--- src/rtl/fmem_wr_pkg.sv ---
package fmem_wr_pkg;

  typedef struct packed {
    logic clr;
    logic wen;
    logic ien;
  } fmem_ctl_t;

  // raw pin level to active flag, given the polarity setting
  function automatic logic fmem_level(input logic raw, input logic inv);
    return raw ^ inv;
  endfunction

  function automatic fmem_ctl_t fmem_decode(input logic clr, input logic wen,
                                            input logic ien, input logic inv);
    fmem_ctl_t c;
    c.clr = fmem_level(clr, inv);
    c.wen = fmem_level(wen, inv);
    c.ien = fmem_level(ien, inv);
    return c;
  endfunction

  // a word is stored into the array
  function automatic logic fmem_fire(input fmem_ctl_t c);
    return c.wen & c.ien & ~c.clr;
  endfunction

  // the pointer moves on
  function automatic logic fmem_adv(input fmem_ctl_t c);
    return c.wen & ~c.clr;
  endfunction

endpackage

--- src/rtl/fmem_ctl_stage.sv ---
module fmem_ctl_stage
  import fmem_wr_pkg::*;
#(
  parameter int DW = 8
) (
  input  logic            clk,
  input  logic            rst_n,
  input  logic            cascade_i,
  input  fmem_ctl_t       ctl_i,
  input  logic [DW-1:0]   din_i,
  output fmem_ctl_t       ctl_o,
  output logic [DW-1:0]   dout_o
);

  fmem_ctl_t     ctl_q;
  logic [DW-1:0] din_q;

  always_ff @(posedge clk) begin
    if (!rst_n) begin
      ctl_q <= '0;
      din_q <= '0;
    end else begin
      ctl_q <= ctl_i;
      din_q <= din_i;
    end
  end

  always_comb begin
    if (cascade_i) begin
      ctl_o  = ctl_q;
      dout_o = din_q;
    end else begin
      ctl_o  = ctl_i;
      dout_o = din_i;
    end
  end

endmodule

--- src/rtl/fmem_wr_ptr.sv ---
module fmem_wr_ptr
  import fmem_wr_pkg::*;
#(
  parameter int AW = 10
) (
  input  logic          clk,
  input  logic          rst_n,
  input  fmem_ctl_t     ctl_i,
  output logic [AW-1:0] ptr_o
);

  logic [AW-1:0] ptr_q;

  function automatic logic [AW-1:0] ptr_next(input logic [AW-1:0] p,
                                             input fmem_ctl_t c);
    if (c.clr)
      return '0;
    else if (fmem_adv(c))
      return p + AW'(1);
    else
      return p;
  endfunction

  always_ff @(posedge clk) begin
    if (!rst_n)
      ptr_q <= '0;
    else
      ptr_q <= ptr_next(ptr_q, ctl_i);
  end

  assign ptr_o = ptr_q;

endmodule

--- src/rtl/fmem_rule_mon.sv ---
module fmem_rule_mon
  import fmem_wr_pkg::*;
#(
  parameter int MIN_GAP = 2,
  parameter int MIN_RUN = 80
) (
  input  logic      clk,
  input  logic      rst_n,
  input  fmem_ctl_t ctl_i,
  output logic      clr_rise_o,
  output logic      spacing_err_o,
  output logic      short_err_o
);

  localparam int GW = $clog2(MIN_GAP + 1);
  localparam int RW = $clog2(MIN_RUN + 1);

  logic          clr_q;
  logic          seen_q;
  logic [GW-1:0] gap_q;
  logic [RW-1:0] run_q;
  logic          spc_q;
  logic          sht_q;
  logic          gap_short;
  logic          run_short;

  assign clr_rise_o = ctl_i.clr & ~clr_q;
  assign gap_short  = seen_q && (gap_q < GW'(MIN_GAP));
  assign run_short  = seen_q && (run_q < RW'(MIN_RUN));

  always_ff @(posedge clk) begin
    if (!rst_n) begin
      clr_q  <= 1'b0;
      seen_q <= 1'b0;
      gap_q  <= '0;
      run_q  <= '0;
      spc_q  <= 1'b0;
      sht_q  <= 1'b0;
    end else begin
      clr_q <= ctl_i.clr;
      if (ctl_i.clr) begin
        gap_q  <= '0;
        run_q  <= '0;
        seen_q <= 1'b1;
      end else begin
        if (gap_q != GW'(MIN_GAP))
          gap_q <= gap_q + GW'(1);
        if (fmem_fire(ctl_i) && (run_q != RW'(MIN_RUN)))
          run_q <= run_q + RW'(1);
      end
      if (clr_rise_o && gap_short)
        spc_q <= 1'b1;
      if (clr_rise_o && run_short)
        sht_q <= 1'b1;
    end
  end

  assign spacing_err_o = spc_q;
  assign short_err_o   = sht_q;

endmodule

--- src/rtl/fmem_wr_ctrl.sv ---
module fmem_wr_ctrl
  import fmem_wr_pkg::*;
#(
  parameter int DEPTH   = 1024,
  parameter int DW      = 8,
  parameter int MIN_GAP = 2,
  parameter int MIN_RUN = 80,
  localparam int AW     = $clog2(DEPTH)
) (
  input  logic          clk,
  input  logic          rst_n,
  input  logic          cfg_invert,
  input  logic          cfg_cascade,
  input  logic          ptr_clr_i,
  input  logic          wen_i,
  input  logic          mask_en_i,
  input  logic [DW-1:0] din_i,
  output logic          mem_we_o,
  output logic [AW-1:0] mem_addr_o,
  output logic [DW-1:0] mem_data_o,
  output logic          spacing_err_o,
  output logic          short_run_err_o
);

  fmem_ctl_t     in_ctl;
  fmem_ctl_t     st_ctl;
  logic [DW-1:0] st_din;
  logic [AW-1:0] ptr;

  // named events for the checker
  logic in_clr;
  logic in_fire;
  logic st_clr;
  logic st_wen;
  logic clr_rise;

  assign in_ctl  = fmem_decode(ptr_clr_i, wen_i, mask_en_i, cfg_invert);
  assign in_clr  = in_ctl.clr;
  assign in_fire = fmem_fire(in_ctl);

  fmem_ctl_stage #(.DW(DW)) stage_i (
    .clk       (clk),
    .rst_n     (rst_n),
    .cascade_i (cfg_cascade),
    .ctl_i     (in_ctl),
    .din_i     (din_i),
    .ctl_o     (st_ctl),
    .dout_o    (st_din)
  );

  assign st_clr = st_ctl.clr;
  assign st_wen = st_ctl.wen;

  fmem_wr_ptr #(.AW(AW)) ptr_i (
    .clk   (clk),
    .rst_n (rst_n),
    .ctl_i (st_ctl),
    .ptr_o (ptr)
  );

  fmem_rule_mon #(.MIN_GAP(MIN_GAP), .MIN_RUN(MIN_RUN)) mon_i (
    .clk           (clk),
    .rst_n         (rst_n),
    .ctl_i         (st_ctl),
    .clr_rise_o    (clr_rise),
    .spacing_err_o (spacing_err_o),
    .short_err_o   (short_run_err_o)
  );

  assign mem_we_o   = fmem_fire(st_ctl);
  assign mem_addr_o = ptr;
  assign mem_data_o = st_din;

endmodule

--- config.mk ---
export PLATFORM = sky130hd
export DESIGN_NAME = fmem_wr_ctrl
export DESIGN_NICKNAME = d
export VERILOG_FILES = /design/src/rtl/fmem_wr_pkg.sv /design/src/rtl/fmem_ctl_stage.sv /design/src/rtl/fmem_wr_ptr.sv /design/src/rtl/fmem_rule_mon.sv /design/src/rtl/fmem_wr_ctrl.sv
export SDC_FILE = /design/constraint.sdc
export NUM_CORES = 1
export LEC_CHECK = 0
export CORE_MARGIN = 4
export CORE_UTILIZATION = 42
export DETAILED_ROUTE_END_ITERATION = 8
export PLACE_DENSITY = 0.76
export SETUP_SLACK_MARGIN = 0.02
export SLEW_MARGIN = 20
export SYNTH_ARGS = -nofsm -noshare
export SYNTH_HDL_FRONTEND = slang
export SYNTH_SLANG_ARGS = --single-unit
--- constraint.sdc ---
create_clock -name clk -period 1.9 [get_ports clk]
set_input_delay 0.38 -clock clk [delete_from_list [all_inputs] [get_ports clk]]
set_output_delay 0.38 -clock clk [all_outputs]
set_load 0.05 [all_outputs]
**Yosys cells after proc, flatten, opt, wreduce, memory -nomap -nowiden**

Cells that the tools add are included.

- Register bits after elaboration: 34
- Latch bits: 0
- Bits in writable memories: 0
- ROM bits: 0
- Input bits: 15
- Output and inout port bits: 21
- Logic and storage cells: 36
- Memories kept: 0

- $add $sub $neg: 3
- Multipliers: 0
- Divide/modulo/power cells: 0
- $lt $le $gt $ge: 2
- Equal/unequal tests: 2
- Shift operators: 0
- Muxes and demuxes: 2
- Bitwise logic cells: 10
- Reductions and logical operators: 6

Operators with widths:

| cell | count |
|---|---|
| 10-bit by 1-bit adder with 10-bit output, second input constant | 1 |
| 8-bit two-way mux | 1 |
| 7-bit by 1-bit adder with 7-bit output, second input constant | 1 |
| 7-bit less-than comparator, second input constant | 1 |
| 7-bit inequality test, second input constant | 1 |
| 1-bit logical AND | 5 |
| 1-bit AND | 4 |
| 3-bit two-way mux | 1 |
| 1-bit inverter | 3 |
| 1-bit XOR | 3 |
| 2-bit by 1-bit adder with 2-bit output, second input constant | 1 |
| 2-bit less-than comparator, second input constant | 1 |
| 2-bit inequality test, second input constant | 1 |
| 2-bit OR reduction | 1 |

**Depth between registers and ports, before layout**

- Depth after elaboration: 5
- Depth in mapped cells: 6
- Mapped depth without buffers: 5

**Hierarchy**

Synthesis repeated with hierarchy kept, for this count alone.

- Cell total of the unflattened synthesis: 155
- Area, all modules: 1,556.5 um^2

By module, submodules not included:

| module | instances | cells each | area each (um^2) |
|---|---|---|---|
| fmem_rule_mon | 1 | 65 | 591.8 |
| fmem_ctl_stage | 1 | 35 | 465.4 |
| fmem_wr_ptr | 1 | 51 | 464.2 |
| fmem_wr_ctrl | 1 | 4 | 35.0 |

**Worst setup path before layout**

No wires, ideal clock.

- Kind: input-to-output
- From: in cfg_cascade
- To: out mem_we_o
- Arrival time: 1,668 ps
- Data required time: 1,520 ps
- Path slack: -148 ps
- Stages: 5
- Path buffers: 3
- Cell sequence: clkbuf_1 > nor3_1 > buf_2 > buf_2 > nor2_1

- Longest elaborated chain between the ends: 3
- Elaborated cells between the ends (all ways): 4
- Classes of those cells: 1 x mux; 3 x bitwise

Ends and longest elaborated chain:

| element | RTL line | RTL |
|---|---|---|
| from (decl) | fmem_wr_ctrl.sv:13 | `input logic cfg_cascade,` |
| 3-bit two-way mux * | fmem_ctl_stage.sv:29 | `if (cascade_i) begin` |
| 1-bit AND / 1-bit inverter (equally long branches) | fmem_wr_pkg.sv:25 | `return c.wen & c.ien & ~c.clr;` |
| 1-bit AND * | fmem_wr_pkg.sv:25 |  |
| to (decl) | fmem_wr_ctrl.sv:18 | `output logic mem_we_o,` |

Every way passes the cells marked *; elsewhere a longest branch is shown, timed or not.

**Worst setup path after layout**

- From: in cfg_invert
- To: out mem_we_o

- Longest elaborated chain between the ends: 4
- Elaborated cells between the ends (all ways): 7
- Classes of those cells: 1 x mux; 6 x bitwise

Ends and longest elaborated chain:

| element | RTL line | RTL |
|---|---|---|
| from (decl) | fmem_wr_ctrl.sv:12 | `input logic cfg_invert,` |
| 1-bit XOR | fmem_wr_pkg.sv:11 | `return raw ^ inv;` |
| 3-bit two-way mux * | fmem_ctl_stage.sv:29 |  |
| 1-bit AND / 1-bit inverter (equally long branches) | fmem_wr_pkg.sv:25 |  |
| 1-bit AND * | fmem_wr_pkg.sv:25 |  |

Marks and branches as above.

==> out/qor.tcl <==
set qor(status) {finished, final reports clean}
set qor(place.detailed.hpwl_um) 2640
set qor(critical_path_arrival_ns) 1.45
set qor(reg2regPathDepth) 5
set qor(design.die.area_um2) 4930
set qor(floorplan.die.height_um) 70.2
set qor(drt_pre_antenna_iters) 5
set qor(postLayoutCellArea_um2) 2240
set qor(min_period_ns) 1.83
set qor(dpl-instance-area_um2) 2070
set qor(drive_gt1_share_pct) 26.5
set qor(hold_path_depth) 1
set qor(drc_errors_left) 0
set qor(placed_cells) 261
set qor(crit_path_start_kind) {primary input}
set qor(via_count) 1421
set qor(start_util_pct) 44.1
set qor(cts.sinks) 34
set qor(hold_end) {mon_i.short_err_o}
set qor(path_clk_slew_ns) 0.07
set qor(relSlewSlack_pct) 65.6
set qor(rows) 22
set qor(worstPathMaxFanout) 3
set qor(globalRouteOverflowTotal) 0
set qor(nets) 244
set qor(mean_number_of_vias_per_cell) 5.19
set qor(grt_use_total_pct) 15.4
set qor(postRouteAntennaNets) 0
set qor(crit-reg2reg-capture) {mon_i.run_q[4]}
set qor(io_pins) 36
set qor(antenna_found_initial) 0
set qor(drt-wirelength-per-cell_um) 13.1
set qor(flip_flop_and_latch_count_after_synthesis) 34
set qor(areaGrowthSynthToFinish_pct) 37.7
set qor(power.share.combinational_pct) 20.0
set qor(area_of_the_multi_input_gates_um2) 908
set qor(vias_in_the_first_global_route) 1337
set qor(fillCellCount) 340
set qor(die_w_um) 70.2
set qor(grt_pass1_wl_um) 6120
set qor(whs_ns) 0.467
set qor(fmax_mhz) 545
set qor(power.leakage_nw) 0.892
set qor(insertion_delay_ns) 0.29
set qor(post-synth-top-area-cell) {dfxtp_1}
set qor(synth_largest_type_area_fraction_pct) 41.9
set qor(ff_latch_area_um2) 681
set qor(total_switching_power_uw) 481
set qor(synth_cells) 174
set qor(finalHoldViolCount) 0
set qor(clock_buffers_created_by_tritoncts) 5
set qor(insertedDiodeCount) 0
set qor(tritoncts) {done}
set qor(final_cell_mix) {dfxtp_1, buf_4, nand3_1}
set qor(min_from) {mon_i.short_err_o}
set qor(clock-root-buffer) {clkbuf_8}
set qor(synth_seq_area_share_pct) 41.9
set qor(placeableCoreArea_um2) 3690
set qor(synth.area.top_cells) {dfxtp_1, mux2i_1, mux2_2}
set qor(layoutNonFillerInstCount) 274
set qor(power_frac_clock_pct) 36.9
set qor(cts.htree.levels) 2
set qor(end_kind) {primary output}
set qor(internal_power_mw) 1.28
set qor(routed_wl_um) 3590
set qor(crit_type) {primary input to primary output}
set qor(holdCritPathClass) {register to register}
set qor(power_density_nw_per_um2) 787
set qor(tns_ns) 0
set qor(max_cap_violations) 0
set qor(timing.clock.skew_ns) 0.00446
set qor(rsz0062_at_grt) {no}
set qor(netlist-cell-type-count) 31
set qor(synthesis.area_per_instance_um2) 9.34
set qor(synthesis.yosys.warnings) 0
set qor(drt_iter0_markers) 56
set qor(gp_congestion) 0.760
set qor(ir_drop_mv) 0.672
set qor(fin_crit_sh_pct) 96.5
set qor(power.share.sequential_pct) 43.1
set qor(portBuffers) 35
set qor(slew_viol_final) 0
set qor(synthesis.area_um2) 1630
set qor(p_sw_share_pct) 27.3
set qor(postSynthNetCount) 193
set qor(crit_required_ns) 1.52
set qor(pin_count_of_the_biggest_net_entering_global_routing) 19
set qor(max-clock-path-buffers) 2
set qor(reg2reg_setup_slack_ns) 0.30
set qor(worstMarginPinSlew_ns) 0.514
set qor(timing.rr.start) {stage_i.ctl_q[2]}
set qor(finalSetupViolations) 0
how the worst max path moves through the flow:
stage           startpoint  endpoint  slack, ns  cells past startpoint
6_report        cfg_invert  mem_we_o       0.07                      6
5_1_grt         cfg_invert  mem_we_o       0.02                      6
4_1_cts         cfg_invert  mem_we_o       0.05                      6
3_5_place_dp         wen_i  mem_we_o      -0.55                      5
3_3_place_gp         wen_i  mem_we_o      -0.54                      5
2_1_floorplan  cfg_cascade  mem_we_o       0.08                      5
timing repair:
item | in CTS | in global routing
pin swaps | 3 | 0
hold buffers | 0 | 0
cloned | 1 | 0
buffers inserted | 4 | 0
resized for setup | 11 | 1
endpoints found under the setup margin | 23 | 1
flip-flops by register name (all words and copies together) (netlist names):
signal	count
mon_i.clr_q	1
mon_i.gap_q	2
mon_i.run_q	7
mon_i.seen_q	1
mon_i.short_err_o	1
mon_i.spacing_err_o	1
ptr_i.ptr_o	10
stage_i.ctl_q	3
stage_i.din_q	8
per-layer routing:
layer / track usage, % / vias to the layer above / wire length [um]
met5: 0 / - / 0
met4: 3.83 / 0 / 47
met3: 5.47 / 5 / 134
met2: 25.1 / 29 / 1670
met1: 19.5 / 651 / 1740
li1: - / 736 / -
logic make-up (layout without fill, tap and decap cells):
kind of cell / Yosys count / after routing / synth area share, %
XOR/XNOR: 5 / 5 / 2.69
multiplexers: 19 / 19 / 12.3
flip-flops: 34 / 34 / 41.9
buffers and inverters: 17 / 69 / 4.16
adder cells (fa/ha/maj): 4 / 4 / 3.08
AO/OA/AOI/OAI: 21 / 21 / 8.70
AND/OR/NAND/NOR: 74 / 74 / 27.2
power groups by stage:
stage	clock [mW]	sequential, mW	combinational (mW)
global route	0.699	0.762	0.383
global placement	0	0.775	0.332
floorplan	0	0.794	0.193
detailed placement	0	0.775	0.337
finish	0.650	0.760	0.353
CTS	0.662	0.760	0.353
worst max-delay path, cell delays in order:
cell and delay (ns):
dlygate4sd2_1 0.27, buf_6 0.14, xnor2_2 0.14, o22a_4 0.27
nor2_4 0.10, buf_6 0.16
synthesized netlist by cell type:
| cell | number |
|---|---|
| o21ai_0 | 1 |
| and3_1 | 1 |
| or4_1 | 5 |
| clkbuf_1 | 8 |
| mux2i_1 | 11 |
| mux2_2 | 8 |
| o22ai_1 | 1 |
| xnor2_1 | 1 |
| o22a_4 | 1 |
| and3b_2 | 1 |
| or3_1 | 1 |
| nor4_1 | 5 |
| buf_2 | 3 |
| dfxtp_1 | 34 |
| o31ai_1 | 7 |
| ha_1 | 4 |
| nor3_1 | 3 |
| a21oi_1 | 9 |
| nor2_1 | 8 |
| nand4_1 | 4 |
| nand3_1 | 15 |
| inv_1 | 6 |
| and2_1 | 11 |
| nor3b_1 | 1 |
| and4_1 | 2 |
| nand2_1 | 5 |
| xor2_1 | 4 |
| nand3b_1 | 8 |
| nand2b_1 | 1 |
| nor4b_1 | 3 |
| o21a_1 | 2 |
stage by stage:
step                power (mW)  worst slack [ns]  utilization [%]
finish                    1.76            0.0661             60.7
global route              1.84            0.0237             60.7
CTS                       1.78            0.0534             60.5
detailed placement        1.11            -0.553             56.0
global placement          1.11            -0.541             56.0
floorplan                0.987            0.0812                -
cell type report:
cell class | instances | share of cell area [%]
multi-input cells | 123 | 40.6
clock inverters | 3 | 1.79
inverters | 6 | 1.01
well taps | 48 | 2.68
repair buffers | 55 | 20.5
clock buffers | 5 | 3.07
flip-flops and latches | 34 | 30.4
Note: power is estimated with default switching activity, not from simulation.
